## src/rtl/sram_ctrl_pkg.sv

```systemverilog
package sram_ctrl_pkg;

  localparam int unsigned RAM_AW = 16;
  localparam int unsigned RAM_DW = 16;

  typedef enum logic [2:0] {
    PH_IDLE    = 3'd0,
    PH_SETUP   = 3'd1,
    PH_ACTIVE  = 3'd2,
    PH_RECOVER = 3'd3,
    PH_SKIP    = 3'd4
  } phase_e;

  function automatic logic phase_selects(input phase_e p);
    return (p == PH_SETUP) || (p == PH_ACTIVE);
  endfunction

endpackage

```

## src/rtl/sram_wait_timer.sv

```systemverilog
module sram_wait_timer #(
  parameter int unsigned WAIT_CYC = 2
) (
  input  logic clk,
  input  logic rst,
  input  logic load,
  input  logic run,
  output logic last
);
  localparam int unsigned CW = (WAIT_CYC < 2) ? 1 : $clog2(WAIT_CYC);
  localparam logic [CW-1:0] START = CW'(WAIT_CYC - 1);

  logic [CW-1:0] cnt;

  always_ff @(posedge clk) begin
    if (rst) begin
      cnt <= '0;
    end else if (load) begin
      cnt <= START;
    end else if (run && cnt != '0) begin
      cnt <= cnt - 1'b1;
    end
  end

  assign last = (cnt == '0);

  AST_CNT_RANGE: assert property (@(posedge clk) disable iff (rst)
    cnt <= START) else $error("wait counter out of range");
endmodule

```

## src/rtl/sram_req_fsm.sv

```systemverilog
module sram_req_fsm
  import sram_ctrl_pkg::*;
#(
  parameter int unsigned MASK_W = 2
) (
  input  logic              clk,
  input  logic              rst,
  input  logic              req_valid,
  input  logic              req_write,
  input  logic [MASK_W-1:0] req_mask,
  input  logic              timer_last,
  output logic              req_ready,
  output logic              accept,
  output logic              wr_q,
  output phase_e            phase,
  output phase_e            phase_nxt,
  output logic              timer_load,
  output logic              timer_run,
  output logic              rd_capture,
  output logic              rd_empty
);
  logic empty_mask;

  assign req_ready  = (phase == PH_IDLE);
  assign accept     = req_valid && req_ready;
  assign empty_mask = (req_mask == '0);

  always_comb begin
    phase_nxt = phase;
    unique case (phase)
      PH_IDLE:    if (req_valid) phase_nxt = empty_mask ? PH_SKIP : PH_SETUP;
      PH_SETUP:   phase_nxt = PH_ACTIVE;
      PH_ACTIVE:  if (timer_last) phase_nxt = PH_RECOVER;
      PH_RECOVER: phase_nxt = PH_IDLE;
      PH_SKIP:    phase_nxt = PH_IDLE;
      default:    phase_nxt = PH_IDLE;
    endcase
  end

  always_ff @(posedge clk) begin
    if (rst) begin
      phase <= PH_IDLE;
      wr_q  <= 1'b0;
    end else begin
      phase <= phase_nxt;
      if (accept) wr_q <= req_write;
    end
  end

  assign timer_load = (phase == PH_SETUP);
  assign timer_run  = (phase == PH_ACTIVE);
  assign rd_capture = (phase == PH_ACTIVE) && timer_last && !wr_q;
  assign rd_empty   = accept && empty_mask && !req_write;

  AST_BUSY_AFTER_ACCEPT: assert property (@(posedge clk) disable iff (rst)
    accept |=> !req_ready) else $error("ready stayed high after accept");
  AST_SKIP_SHORT: assert property (@(posedge clk) disable iff (rst)
    (phase == PH_SKIP) |=> req_ready) else $error("empty request not one cycle");
endmodule

```

## src/rtl/sram_pin_drive.sv

```systemverilog
module sram_pin_drive
  import sram_ctrl_pkg::*;
#(
  parameter int unsigned AW    = 16,
  parameter int unsigned DW    = 16,
  parameter int unsigned LANES = 2
) (
  input  logic             clk,
  input  logic             rst,
  input  logic             accept,
  input  logic [AW-1:0]    req_addr,
  input  logic [DW-1:0]    req_wdata,
  input  logic [LANES-1:0] req_mask,
  input  phase_e           phase_nxt,
  input  logic             wr_q,
  output logic [AW-1:0]    ram_addr,
  output logic             ram_ce_n,
  output logic             ram_we_n,
  output logic             ram_oe_n,
  output logic [LANES-1:0] ram_lane_n,
  output logic [DW-1:0]    ram_dout,
  output logic             ram_doe
);
  logic sel_nxt, act_nxt;

  assign sel_nxt = phase_selects(phase_nxt);
  assign act_nxt = (phase_nxt == PH_ACTIVE);

  always_ff @(posedge clk) begin
    if (rst) begin
      ram_addr <= '0;
      ram_dout <= '0;
    end else if (accept) begin
      ram_addr <= req_addr;
      ram_dout <= req_wdata;
    end
  end

  always_ff @(posedge clk) begin
    if (rst) begin
      ram_ce_n <= 1'b1;
      ram_we_n <= 1'b1;
      ram_oe_n <= 1'b1;
      ram_doe  <= 1'b0;
    end else begin
      ram_ce_n <= !sel_nxt;
      ram_we_n <= !(act_nxt && wr_q);
      ram_oe_n <= !(act_nxt && !wr_q);
      ram_doe  <= act_nxt && wr_q;
    end
  end

  for (genvar g = 0; g < LANES; g++) begin : g_lane
    always_ff @(posedge clk) begin
      if (rst) begin
        ram_lane_n[g] <= 1'b1;
      end else if (accept) begin
        ram_lane_n[g] <= !req_mask[g];
      end else if (!sel_nxt) begin
        ram_lane_n[g] <= 1'b1;
      end
    end
  end

  AST_WE_OE_EXCL: assert property (@(posedge clk) disable iff (rst)
    !(!ram_we_n && !ram_oe_n)) else $error("write and output enable both low");
  AST_STROBE_UNDER_CE: assert property (@(posedge clk) disable iff (rst)
    (!ram_we_n || !ram_oe_n) |-> !ram_ce_n) else $error("strobe without chip enable");
  AST_BUS_DRIVE: assert property (@(posedge clk) disable iff (rst)
    ram_doe |-> (!ram_we_n && !ram_ce_n)) else $error("bus driven outside write");
  AST_ADDR_HOLD: assert property (@(posedge clk) disable iff (rst)
    (!ram_ce_n && !$past(ram_ce_n)) |-> ($stable(ram_addr) && $stable(ram_lane_n)))
    else $error("address or lanes moved during access");
  AST_NO_EMPTY_SELECT: assert property (@(posedge clk) disable iff (rst)
    (&ram_lane_n) |-> ram_ce_n) else $error("chip selected with no lane");
endmodule

```

## src/rtl/sram_rd_capture.sv

```systemverilog
module sram_rd_capture #(
  parameter int unsigned DW    = 16,
  parameter int unsigned LANES = 2
) (
  input  logic             clk,
  input  logic             rst,
  input  logic             capture,
  input  logic             empty_rd,
  input  logic [LANES-1:0] lane_n,
  input  logic [DW-1:0]    dq_in,
  output logic             rd_valid,
  output logic [DW-1:0]    rd_data
);
  localparam int unsigned LW = DW / LANES;

  always_ff @(posedge clk) begin
    if (rst) rd_valid <= 1'b0;
    else     rd_valid <= capture || empty_rd;
  end

  for (genvar g = 0; g < LANES; g++) begin : g_lane
    always_ff @(posedge clk) begin
      if (rst) begin
        rd_data[g*LW +: LW] <= '0;
      end else if (capture) begin
        rd_data[g*LW +: LW] <= lane_n[g] ? '0 : dq_in[g*LW +: LW];
      end else if (empty_rd) begin
        rd_data[g*LW +: LW] <= '0;
      end
    end
  end

  AST_RDV_PULSE: assert property (@(posedge clk) disable iff (rst)
    rd_valid |=> !rd_valid) else $error("read valid longer than one cycle");
endmodule

```

## src/rtl/sram_lane_ctrl.sv

```systemverilog
module sram_lane_ctrl
  import sram_ctrl_pkg::*;
#(
  parameter int unsigned ADDR_W   = RAM_AW,
  parameter int unsigned DATA_W   = RAM_DW,
  parameter int unsigned WAIT_CYC = 2
) (
  input  logic              clk,
  input  logic              rst,
  input  logic              req_valid,
  output logic              req_ready,
  input  logic              req_write,
  input  logic [ADDR_W-1:0] req_addr,
  input  logic [DATA_W-1:0] req_wdata,
  input  logic [1:0]        req_mask,
  output logic              rd_valid,
  output logic [DATA_W-1:0] rd_data,
  output logic [ADDR_W-1:0] sram_addr,
  output logic              sram_ce_n,
  output logic              sram_we_n,
  output logic              sram_oe_n,
  output logic              sram_lb_n,
  output logic              sram_ub_n,
  output logic [DATA_W-1:0] sram_dq_out,
  output logic              sram_dq_oe,
  input  logic [DATA_W-1:0] sram_dq_in
);
  localparam int unsigned LANES = 2;

  logic             accept, wr_q, timer_last, timer_load, timer_run;
  logic             rd_capture, rd_empty;
  logic [LANES-1:0] lane_n;
  phase_e           phase, phase_nxt;

  sram_req_fsm #(.MASK_W(LANES)) u_fsm (
    .clk        (clk),
    .rst        (rst),
    .req_valid  (req_valid),
    .req_write  (req_write),
    .req_mask   (req_mask),
    .timer_last (timer_last),
    .req_ready  (req_ready),
    .accept     (accept),
    .wr_q       (wr_q),
    .phase      (phase),
    .phase_nxt  (phase_nxt),
    .timer_load (timer_load),
    .timer_run  (timer_run),
    .rd_capture (rd_capture),
    .rd_empty   (rd_empty)
  );

  sram_wait_timer #(.WAIT_CYC(WAIT_CYC)) u_timer (
    .clk  (clk),
    .rst  (rst),
    .load (timer_load),
    .run  (timer_run),
    .last (timer_last)
  );

  sram_pin_drive #(.AW(ADDR_W), .DW(DATA_W), .LANES(LANES)) u_pins (
    .clk        (clk),
    .rst        (rst),
    .accept     (accept),
    .req_addr   (req_addr),
    .req_wdata  (req_wdata),
    .req_mask   (req_mask),
    .phase_nxt  (phase_nxt),
    .wr_q       (wr_q),
    .ram_addr   (sram_addr),
    .ram_ce_n   (sram_ce_n),
    .ram_we_n   (sram_we_n),
    .ram_oe_n   (sram_oe_n),
    .ram_lane_n (lane_n),
    .ram_dout   (sram_dq_out),
    .ram_doe    (sram_dq_oe)
  );

  sram_rd_capture #(.DW(DATA_W), .LANES(LANES)) u_rd (
    .clk      (clk),
    .rst      (rst),
    .capture  (rd_capture),
    .empty_rd (rd_empty),
    .lane_n   (lane_n),
    .dq_in    (sram_dq_in),
    .rd_valid (rd_valid),
    .rd_data  (rd_data)
  );

  assign sram_lb_n = lane_n[0];
  assign sram_ub_n = lane_n[1];

  AST_IDLE_WHILE_SELECTED: assert property (@(posedge clk) disable iff (rst)
    !sram_ce_n |-> !req_ready) else $error("ready high during access");
  AST_READ_AFTER_OE: assert property (@(posedge clk) disable iff (rst)
    (rd_valid && phase == PH_RECOVER) |-> $past(!sram_oe_n)) else $error("read return without output enable");
endmodule

```

## config.mk

```make
export PLATFORM = sky130hd
export DESIGN_NAME = sram_lane_ctrl
export DESIGN_NICKNAME = d
export VERILOG_FILES = /design/src/rtl/sram_ctrl_pkg.sv /design/src/rtl/sram_wait_timer.sv /design/src/rtl/sram_req_fsm.sv /design/src/rtl/sram_pin_drive.sv /design/src/rtl/sram_rd_capture.sv /design/src/rtl/sram_lane_ctrl.sv
export SDC_FILE = /design/constraint.sdc
export NUM_CORES = 1
export LEC_CHECK = 0
export CAP_MARGIN = 10
export CORE_MARGIN = 8
export CORE_UTILIZATION = 35
export CTS_CLUSTER_DIAMETER = 120
export DETAILED_ROUTE_END_ITERATION = 16
export MAX_ROUTING_LAYER = met4
export PLACE_DENSITY = 0.85
export SYNTH_ARGS = -nofsm -noshare
export SYNTH_HDL_FRONTEND = slang
export SYNTH_SLANG_ARGS = --single-unit
```

## constraint.sdc

```tcl
create_clock -name clk -period 1.75 [get_ports clk]
set_clock_uncertainty 0.2 [all_clocks]
set_input_delay 0.2625 -clock clk [delete_from_list [all_inputs] [get_ports clk]]
set_output_delay 0.2625 -clock clk [all_outputs]
set_load 0.05 [all_outputs]
```

==> metrics, run 1 <==
wire per inst=14.8 um; Crit Reg-Reg Startpoint=u_fsm.phase[1]; pre-CTS setup slack=-0.294 ns; Hold WC Path Type=in -> reg; post-route ant nets=0; WHS Path Cells=2; full die area=8750 sq um; final setup violation count=0; FP Rows=28; Sink Count=60; GRT Util Overall=14.9%; Worst Path Max Fanout=17; Core Area=approximately 5900 sq um; Post-CTS Hold Fix Bufs=0; Critical Path Sink Type=flop; vias in the first global route=2107; Critical Path Stages=5; largest net degree at the start of global routing=36; Peak VDD IR=~570 uV; DR iter-0 viols=~70; Via Count=2071; FF-to-FF path depth=4; Worst EP arrival=1.71 ns; Fin Hold WS=0.0794 ns; Final Power=3530 uW; critical path cell sequence=clkdlybuf4s50_1 -> or4b_1 -> buf_4 -> nand2_1 -> a21oi_1; Gate Count Post-Synth=226; # diodes=0; WL final=roughly 6400 um; Worst Tran Pin Value=0.306 ns; PwrDens=just over 1000 nW/um^2; CP startpoint=req_valid; layout cell share with drive strength beyond 1=28.4%; Clk Latency, worst-skew pair=0.32 ns; synthesized cell area=2100 sq um; grt met3 use=around 5.2%; Initial Util=35.9%; clk slew on worst S/H paths=0.06 ns; Int Power=~2400 uW; Syn Nets=280; WP buf/inv=2; Die Y=93.5 um; min Tclk post-route=around 1.7 ns; Switching Fraction=32.4%; Crit Path Class=in -> reg; P&R area growth vs syn=65.1%; final-layout fill cell count=514; via/cell ratio=4.81; sequential fraction of the synthesis area=about 57%; CP Launch Type=input pin; Synth warnings=0; clk root buf=clkbuf_8; Num CTS Buffers=9; GR peak layer=met2; status=complete, no violations; period utilisation layout=98.5%; Hold Startpoint=rst; Slowest-stage cell, CP=or4b_1; Req. time, crit path=1.74 ns; Final Max Tran Viols=0; gr ovfl total=0; Longest Clk Path Bufs=2; first-pass GRT wire length=10100 um; DRC=0; Comb power frac=about 28%; Reg power frac=43.2%; Switch Pwr=1140 uW; RSZ-0062 raised after global routing=true; setup_tns=0 ns; final hold violations=0; most frequent cells in the layout=72 x buf_4, 68 x nand2_1, 58 x dfxtp_1; leading cell type in the layout, fill and taps excluded=buf_4; Die Wd=roughly 94 um; fin nets=407; synth unique cells=27; maxcap violations=0; H-tree Lvls=3; post-DP HPWL=4650 um; Lkg Pwr=0.00148 uW; relative slew slack=between 70% and 80%; fmax=between 500 and 600 MHz; clock power share=29.0%; I/O Pins=110; initial antenna violation count=0; met2 Usage GRT=22.7%; gpl congestion=0.866; CTS tree=yes; Mean Syn Cell Area=9.31 sq um; flops & latches, synth=60; setup ws final=between 0.02 and 0.03 ns; CP delay by family, top=buffers and inverters; GR Util met1=17.6%; IO buf count=109; Largest stage delay, worst path=0.54 ns; First-pass DRT Iterations=4
-- Yosys cell counts, drive strengths merged --
cell type	instances	share of area, %
and2	1	0.30
or4b	2	1.1
nor4b	2	1.5
a221oi	1	0.71
nor2	4	0.71
nand2b	1	0.30
buf	6	2.1
o21bai	1	0.36
a22o	16	6.7
a21oi	35	8.3
nor3	4	0.95
a22oi	3	1.1
nand2	68	12
nor4	3	2.3
inv	3	0.54
clkbuf	10	1.8
xnor2	1	0.42
dfxtp	60	57
nor2b	1	0.30
o21ai	2	0.48
a211oi	1	0.36
nand3b	1	0.36
-- worst register-to-register path, stage by stage, from the launching register on --
cell and delay (ns):
dfxtp_2 0.35, or4b_1 0.62, buf_4 0.25, nand2_1 0.09, a21oi_1 0.07
-- power groups by stage --
stage	registers [uW]	logic, uW	clock network (uW)
2_1_floorplan	1820	291	0
5_1_grt	1540	1050	1140
6_report	1520	984	1020
3_5_place_dp	1550	953	0
4_1_cts	1520	962	1060
3_3_place_gp	1550	938	0
-- logic make-up (layout without fill, tap and decap cells) --
logic type             count (synthesis)  in the layout  share of synthesized area [%]
flip-flops                            60             60                           57.1
XOR/XNOR                               1              1                          0.416
AO/OA/AOI/OAI                         59             59                           18.0
AND/OR/NAND/NOR                       87             87                           20.0
buffers and inverters                 19            149                           4.46
-- flip-flops by register name, summed over array words and instances (netlist names), 2 cells and up --
name,count
u_pins.ram_addr,16
u_pins.ram_lane_n,2
u_fsm.phase,3
u_rd.rd_data,16
u_pins.ram_dout,16
-- worst paths after layout --
path | to | slack (ns)
max | u_pins.ram_dout[7] | 0.03
min | u_fsm.phase[1] | 0.08
max reg2reg | u_pins.ram_dout[7] | 0.04
min reg2reg | u_pins.ram_dout[11] | 0.25
-- per-layer routing --
metal | vias up | part of all wire [%] | wire (um)
met5 | - | 0 | 0
met4 | 0 | 1.2 | 74
met3 | 10 | 7.1 | 457
met2 | 76 | 48 | 3050
met1 | 963 | 44 | 2820
li1 | 1022 | - | -
-- layout make-up --
type                    count  area (sq um)  area share [%]
flip-flops and latches     60          1200            34.7
repair buffers            132          1180            33.9
multi-input cells         147           831            23.9
clock buffers              11           141            4.07
well taps                  75          93.8            2.70
clock inverters             3          15.0           0.432
inverters                   3          11.3           0.324
-- repair_timing --
action                     4_1_cts  5_1_grt
pin swaps                        0        1
setup endpoints to repair        4       51
setup buffers                    0        1
gates cloned                     0        1
resized for setup                2        9
-- through the flow --
stage	util, %	area (sq um)	std cells
global route	59.3	3470	431
detailed placement	55.7	3260	415
finish	59.3	3470	431
CTS	58.6	3430	429
global placement	55.7	3260	415
floorplan	-	2110	226
Power figures use the tool's default switching activity.
==> run 2, diff against run 1 <==
Settings changed: CTS_BUF_LIST set to sky130_fd_sc_hd__clkbuf_16, HOLD_SLACK_MARGIN set to 0.1, SKIP_LAST_GASP set to 1.
==> run 2 against run 1 <==
Against the previous run:
- critical path depth unchanged
- sequential share of layout area decreased by 0.77 points
- register-to-register slack hardly changed
- wire length down 0.36%
- global-route usage is 0.45 points higher
- utilization grew 1.3 points
- clock power increased by 44%
- combinational power fell by 1%
- power up 12%
- critical endpoint is now u_rd.rd_data[5]
- largest power group unchanged
==> metrics, run 2 (synthesis gave the netlist of run 1 again) <==
Crit Path Class=reg -> reg; CTS tree=yes; post-route ant nets=0; gr ovfl total=0; setup ws final=0.0549 ns; DRC=0; WL final=6370 um; Longest Clk Path Bufs=2; dpl cell area=3260 sq um; Core Area=5850 sq um; leading cell type in the layout, fill and taps excluded=buf_4; Hold Startpoint=u_pins.ram_dout[11]; min Tclk post-route=1.70 ns; Initial Util=35.9%; final instance area=3550 sq um; gpl congestion=0.866; fin nets=406; Sink Count=60; FF-to-FF End=u_rd.rd_data[5]; Hold EP=u_pins.ram_dout[11]; P&R area growth vs syn=68.8%; Critical Path Sink Type=flop; Worst Tran Pin Value=0.342 ns; layout cell share with drive strength beyond 1=about 28%; First-pass DRT Iterations=5; Via Count=2067; Final Max Tran Viols=0; Crit Reg-Reg Startpoint=u_fsm.phase[2]; largest net degree at the start of global routing=36; RSZ-0062 raised after global routing=true; fmax=about 590 MHz; post-DP HPWL=4650 um; Req. time, crit path=1.75 ns; maxcap violations=0; Largest stage delay, worst path=0.38 ns; wire per inst=roughly 15 um; R2R setup slack=0.05 ns; FF-to-FF path depth=5; full die area=~9000 sq um; most frequent cells in the layout=71 x buf_4, 68 x nand2_1, 58 x dfxtp_1; DR iter-0 viols=89; FP Rows=28; Die Wd=93.5 um; IO buf count=109; # diodes=0; Worst Path Max Fanout=16; Lkg Pwr=0.00152 uW; Die Y=93.5 um; Hold WC Path Type=reg -> reg; Regs by FF count=u_pins.ram_addr (16), u_pins.ram_dout (16), u_rd.rd_data (16); relative slew slack=77.1%; I/O Pins=110; Peak VDD IR=733 uV; PwrDens=1120 nW/um^2; critical path cell sequence=buf_4 -> nor4b_4 -> a221oi_2 -> buf_6 -> a22o_1; Worst EP arrival=1.69 ns; vias in the first global route=~2100; CP startpoint=u_fsm.phase[2]; final hold violations=0; GRT Util Overall=15.3%; clk root buf=clkbuf_16; CP Launch Type=flop; H-tree Lvls=3; first-pass GRT wire length=10300 um; final setup violation count=0; Slowest-stage cell, CP=nor4b_4; via/cell ratio=roughly 4.8; WHS Path Cells=2; Clk Latency, worst-skew pair=0.31 ns; clk slew on worst S/H paths=roughly 0.050 ns; initial antenna violation count=0; period utilisation layout=96.9%; pre-CTS setup slack=-0.294 ns; status=complete, no violations; Num CTS Buffers=9
==> run 2: cell types whose count changed in the layout (fill, tap and decap cells not counted), sizes merged <==
cell and delta:
inv +1, buf -1, dlygate4sd3 +1, clkinv +1, clkbuf -3
==> run 2: final cells by class <==
type / instances / area, sq um
timing repair buffer: 131 / 1170
clock inverter: 5 / 22.5
sequential: 60 / 1200
clock buffer: 9 / 225
multi-input combinational: 147 / 823
inverter: 3 / 11.3
fill: 497 / 2300
tap: 75 / 93.8
==> run 2: what timing repair did <==
item                       in CTS  in global routing
setup endpoints to repair       2                 49
pin swaps                       0                  1
resized for setup               2                  7
hold endpoints to repair        3                  0
hold buffers                    1                  0
buffers inserted                0                  0
==> run 2: critical path, delay by kind of cell (launching register included) <==
kind,cells,cell delay [ns]
AOI/OAI and AO/OA,2,0.34
buffers and inverters,2,0.31
and+or+nand+nor,1,0.38
DFF,1,0.34
==> run 2: report_power, final <==
group	internal, uW	switching, uW	leakage (uW)	total [uW]
combinational	390	581	0.000901	971
clock	920	548	0.000130	1470
sequential	1470	61.6	0.000491	1530
total	2780	1190	0.00152	3970
==> run 2: per-layer routing <==
layer / vias up / share of wire (%) / GRT usage, %
met3: 9 / 6.5 / 4.65
li1: 1019 / - / -
met5: - / 0 / -
met4: 0 / 1.1 / 6.98
met1: 966 / 45 / 17.9
met2: 73 / 48 / 23.7
==> run 2: how the worst max path moves through the flow <==
stage	cells after the start	slack [ns]	endpoint
global placement	5	-0.24	u_pins.ram_dout[2]
detailed placement	5	-0.29	u_pins.ram_dout[7]
CTS	4	0.01	u_rd.rd_data[13]
floorplan	6	0.02	u_pins.ram_addr[4]
global route	5	-0.01	u_rd.rd_data[6]
finish	5	0.05	u_rd.rd_data[5]
==> run 2: per-stage QoR <==
stage	total power (uW)	setup TNS, ns	utilization, %	hold WS [ns]	instances
final	3970	0	60.7	0.254	430
after global routing	4170	-0.0130	60.7	0.277	430
after CTS	4000	0	60.3	0.252	430
after detailed placement	2500	-11.74	55.7	0.246	415
after global placement	2490	-9.69	55.7	0.242	415
after floorplan	2110	0	-	0.141	226
==> run 3, diff against run 2 <==
Settings changed: CORE_UTILIZATION 35 to 39, PLACE_DENSITY 0.85 to 0.89.
Clock period 1.75 ns to 1.9 ns, I/O delays scaled along.
==> run 3 against run 2 <==
Against the previous run:
- register-to-register slack gained 0.095 ns
- global-route usage increased by 0.43 points
- count of clock-buffer cells in the layout unchanged
- critical endpoint is now req_ready
- wire length down 3.4%
- via count down 2.2%
- die area fell by 8.5%
- power fell by 1.7%
- final area down 1.4%
- utilization is 7.0 points higher
- critical path type is now reg -> out
- non-clock buffer count down 6
- first-iteration DRC count fell by 3.4%
==> metrics, run 3 (synthesis gave the netlist of run 1 again) <==
layout cell share with drive strength beyond 1=26.5%; Worst Path Max Fanout=7; wire per inst=14.6 um; Worst Tran Pin Value=0.354 ns; Sink Count=60; post-DP HPWL=4660 um; clk slew on worst S/H paths=0.05 ns; final-layout fill cell count=~420; largest net degree at the start of global routing=36; Die Wd=89.4 um; area of the multi-input gates=around 810 sq um; Req. time, crit path=1.41 ns; # resized after CTS=0; clock power share=42.0%; first-pass GRT wire length=9400 um; Fin Hold WS=between 0.1 and 0.15 ns; Switching Fraction=28.1%; WHS Path Cells=2; RSZ-0062 raised after global routing=false; full die area=8000 sq um; most frequent cells in the layout=71 x buf_4, 68 x nand2_1, 60 x dfxtp_1; Comb power frac=21.9%; I/O Pins=110; Reg power frac=36.0%; vias in the first global route=roughly 2100; Post-CTS Hold Fix Bufs=0; setup repair bufs after CTS=0; Initial Util=approximately two fifths; relative slew slack=76.4%; GRT Util Overall=between 10% and 20%; Hold WC Path Type=in -> reg; final setup violation count=0; FP Rows=26; sequential cell area=1200 sq um; H-tree Lvls=3; Worst EP arrival=between 1 and 1.5 ns; min Tclk post-route=approximately 1.8 ns; Int Power=about 2800 uW; First-pass DRT Iterations=4; Critical Path Sink Type=output pin; CP Launch Type=flop; Post-Layout Cell Count=approximately 420; Die Y=89.4 um; initial antenna violation count=0; CTS tree=yes; post-route ant nets=0; Layout Utilization=slightly below 70%; Final Max Tran Viols=0; gr ovfl total=0; final hold violations=0; PwrDens=about 1100 nW/um^2; leading cell type in the layout, fill and taps excluded=buf_4; # placed instances=405; DR iter-0 viols=86; Longest Clk Path Bufs=2; setup_tns=0 ns; Regs by FF count=u_pins.ram_addr (16), u_pins.ram_dout (16), u_rd.rd_data (16); Num CTS Buffers=9; Crit Path Class=reg -> out; # diodes=0; Final Power=about 4000 uW; Peak VDD IR=778 uV; Via Count=2021; IO buf count=109; maxcap violations=0; period utilisation layout=94.7%; Core Area=5170 sq um; fmax=556 MHz; via/cell ratio=4.80; Switch Pwr=roughly 1100 uW; DRC=0; Lkg Pwr=0.00150 uW; status=complete, no violations; WL final=6160 um; P&R area growth vs syn=66.4%; FF-to-FF path depth=4; gpl congestion=0.864; fin nets=400; clk root buf=clkbuf_16; Clk Latency, worst-skew pair=0.31 ns
==> run 3: cell types whose count changed in the layout (fill, tap and decap cells not counted), sizes merged <==
cell / delta
buf: -5
dlygate4sd3: -1
bufinv: +2
==> run 3: area by class of cell <==
type	count	share of cell area [%]
Clock buffer	9	6.44
Clock inverter	7	2.36
Inverter	3	0.322
Multi-Input combinational cell	147	23.2
Sequential cell	60	34.3
Tap cell	70	2.50
Timing Repair Buffer	125	30.8
==> run 3: power groups by stage <==
stage                     registers [uW]  clock network, uW  logic, uW
final                               1410               1640        855
after global routing                1410               1740        910
after CTS                           1410               1680        860
after detailed placement            1430                  0        858
after global placement              1430                  0        844
after floorplan                     1680                  0        268
==> run 3: critical path, cell delays in order, from the launching register on <==
cell and delay (ns):
dfxtp_1 0.37, buf_4 0.18, nor3_2 0.27, buf_12 0.18
==> run 3: metrics by stage <==
stage                     area [sq um]  setup slack (ns)
after floorplan                   2110             0.167
after global placement            3190           -0.0675
after detailed placement          3190            -0.139
after CTS                         3500            0.0868
after global routing              3500            0.0243
final                             3500             0.100
==> run 3: worst paths after layout <==
kind | startpoint | to | slack [ns]
hold / removal | rst | u_fsm.wr_q | 0.13
setup / recovery | u_fsm.phase[1] | req_ready | 0.10
hold reg to reg | u_pins.ram_addr[2] | u_pins.ram_addr[2] | 0.26
setup reg to reg | u_fsm.phase[1] | u_rd.rd_data[9] | 0.15
==> run 3: routing by layer <==
layer / part of all wire, % / global-route usage, % / vias up
met5: 0 / - / -
met4: 1.0 / 6.19 / 0
met3: 10 / 6.80 / 8
met2: 49 / 25.7 / 81
met1: 40 / 16.5 / 927
li1: - / - / 1005
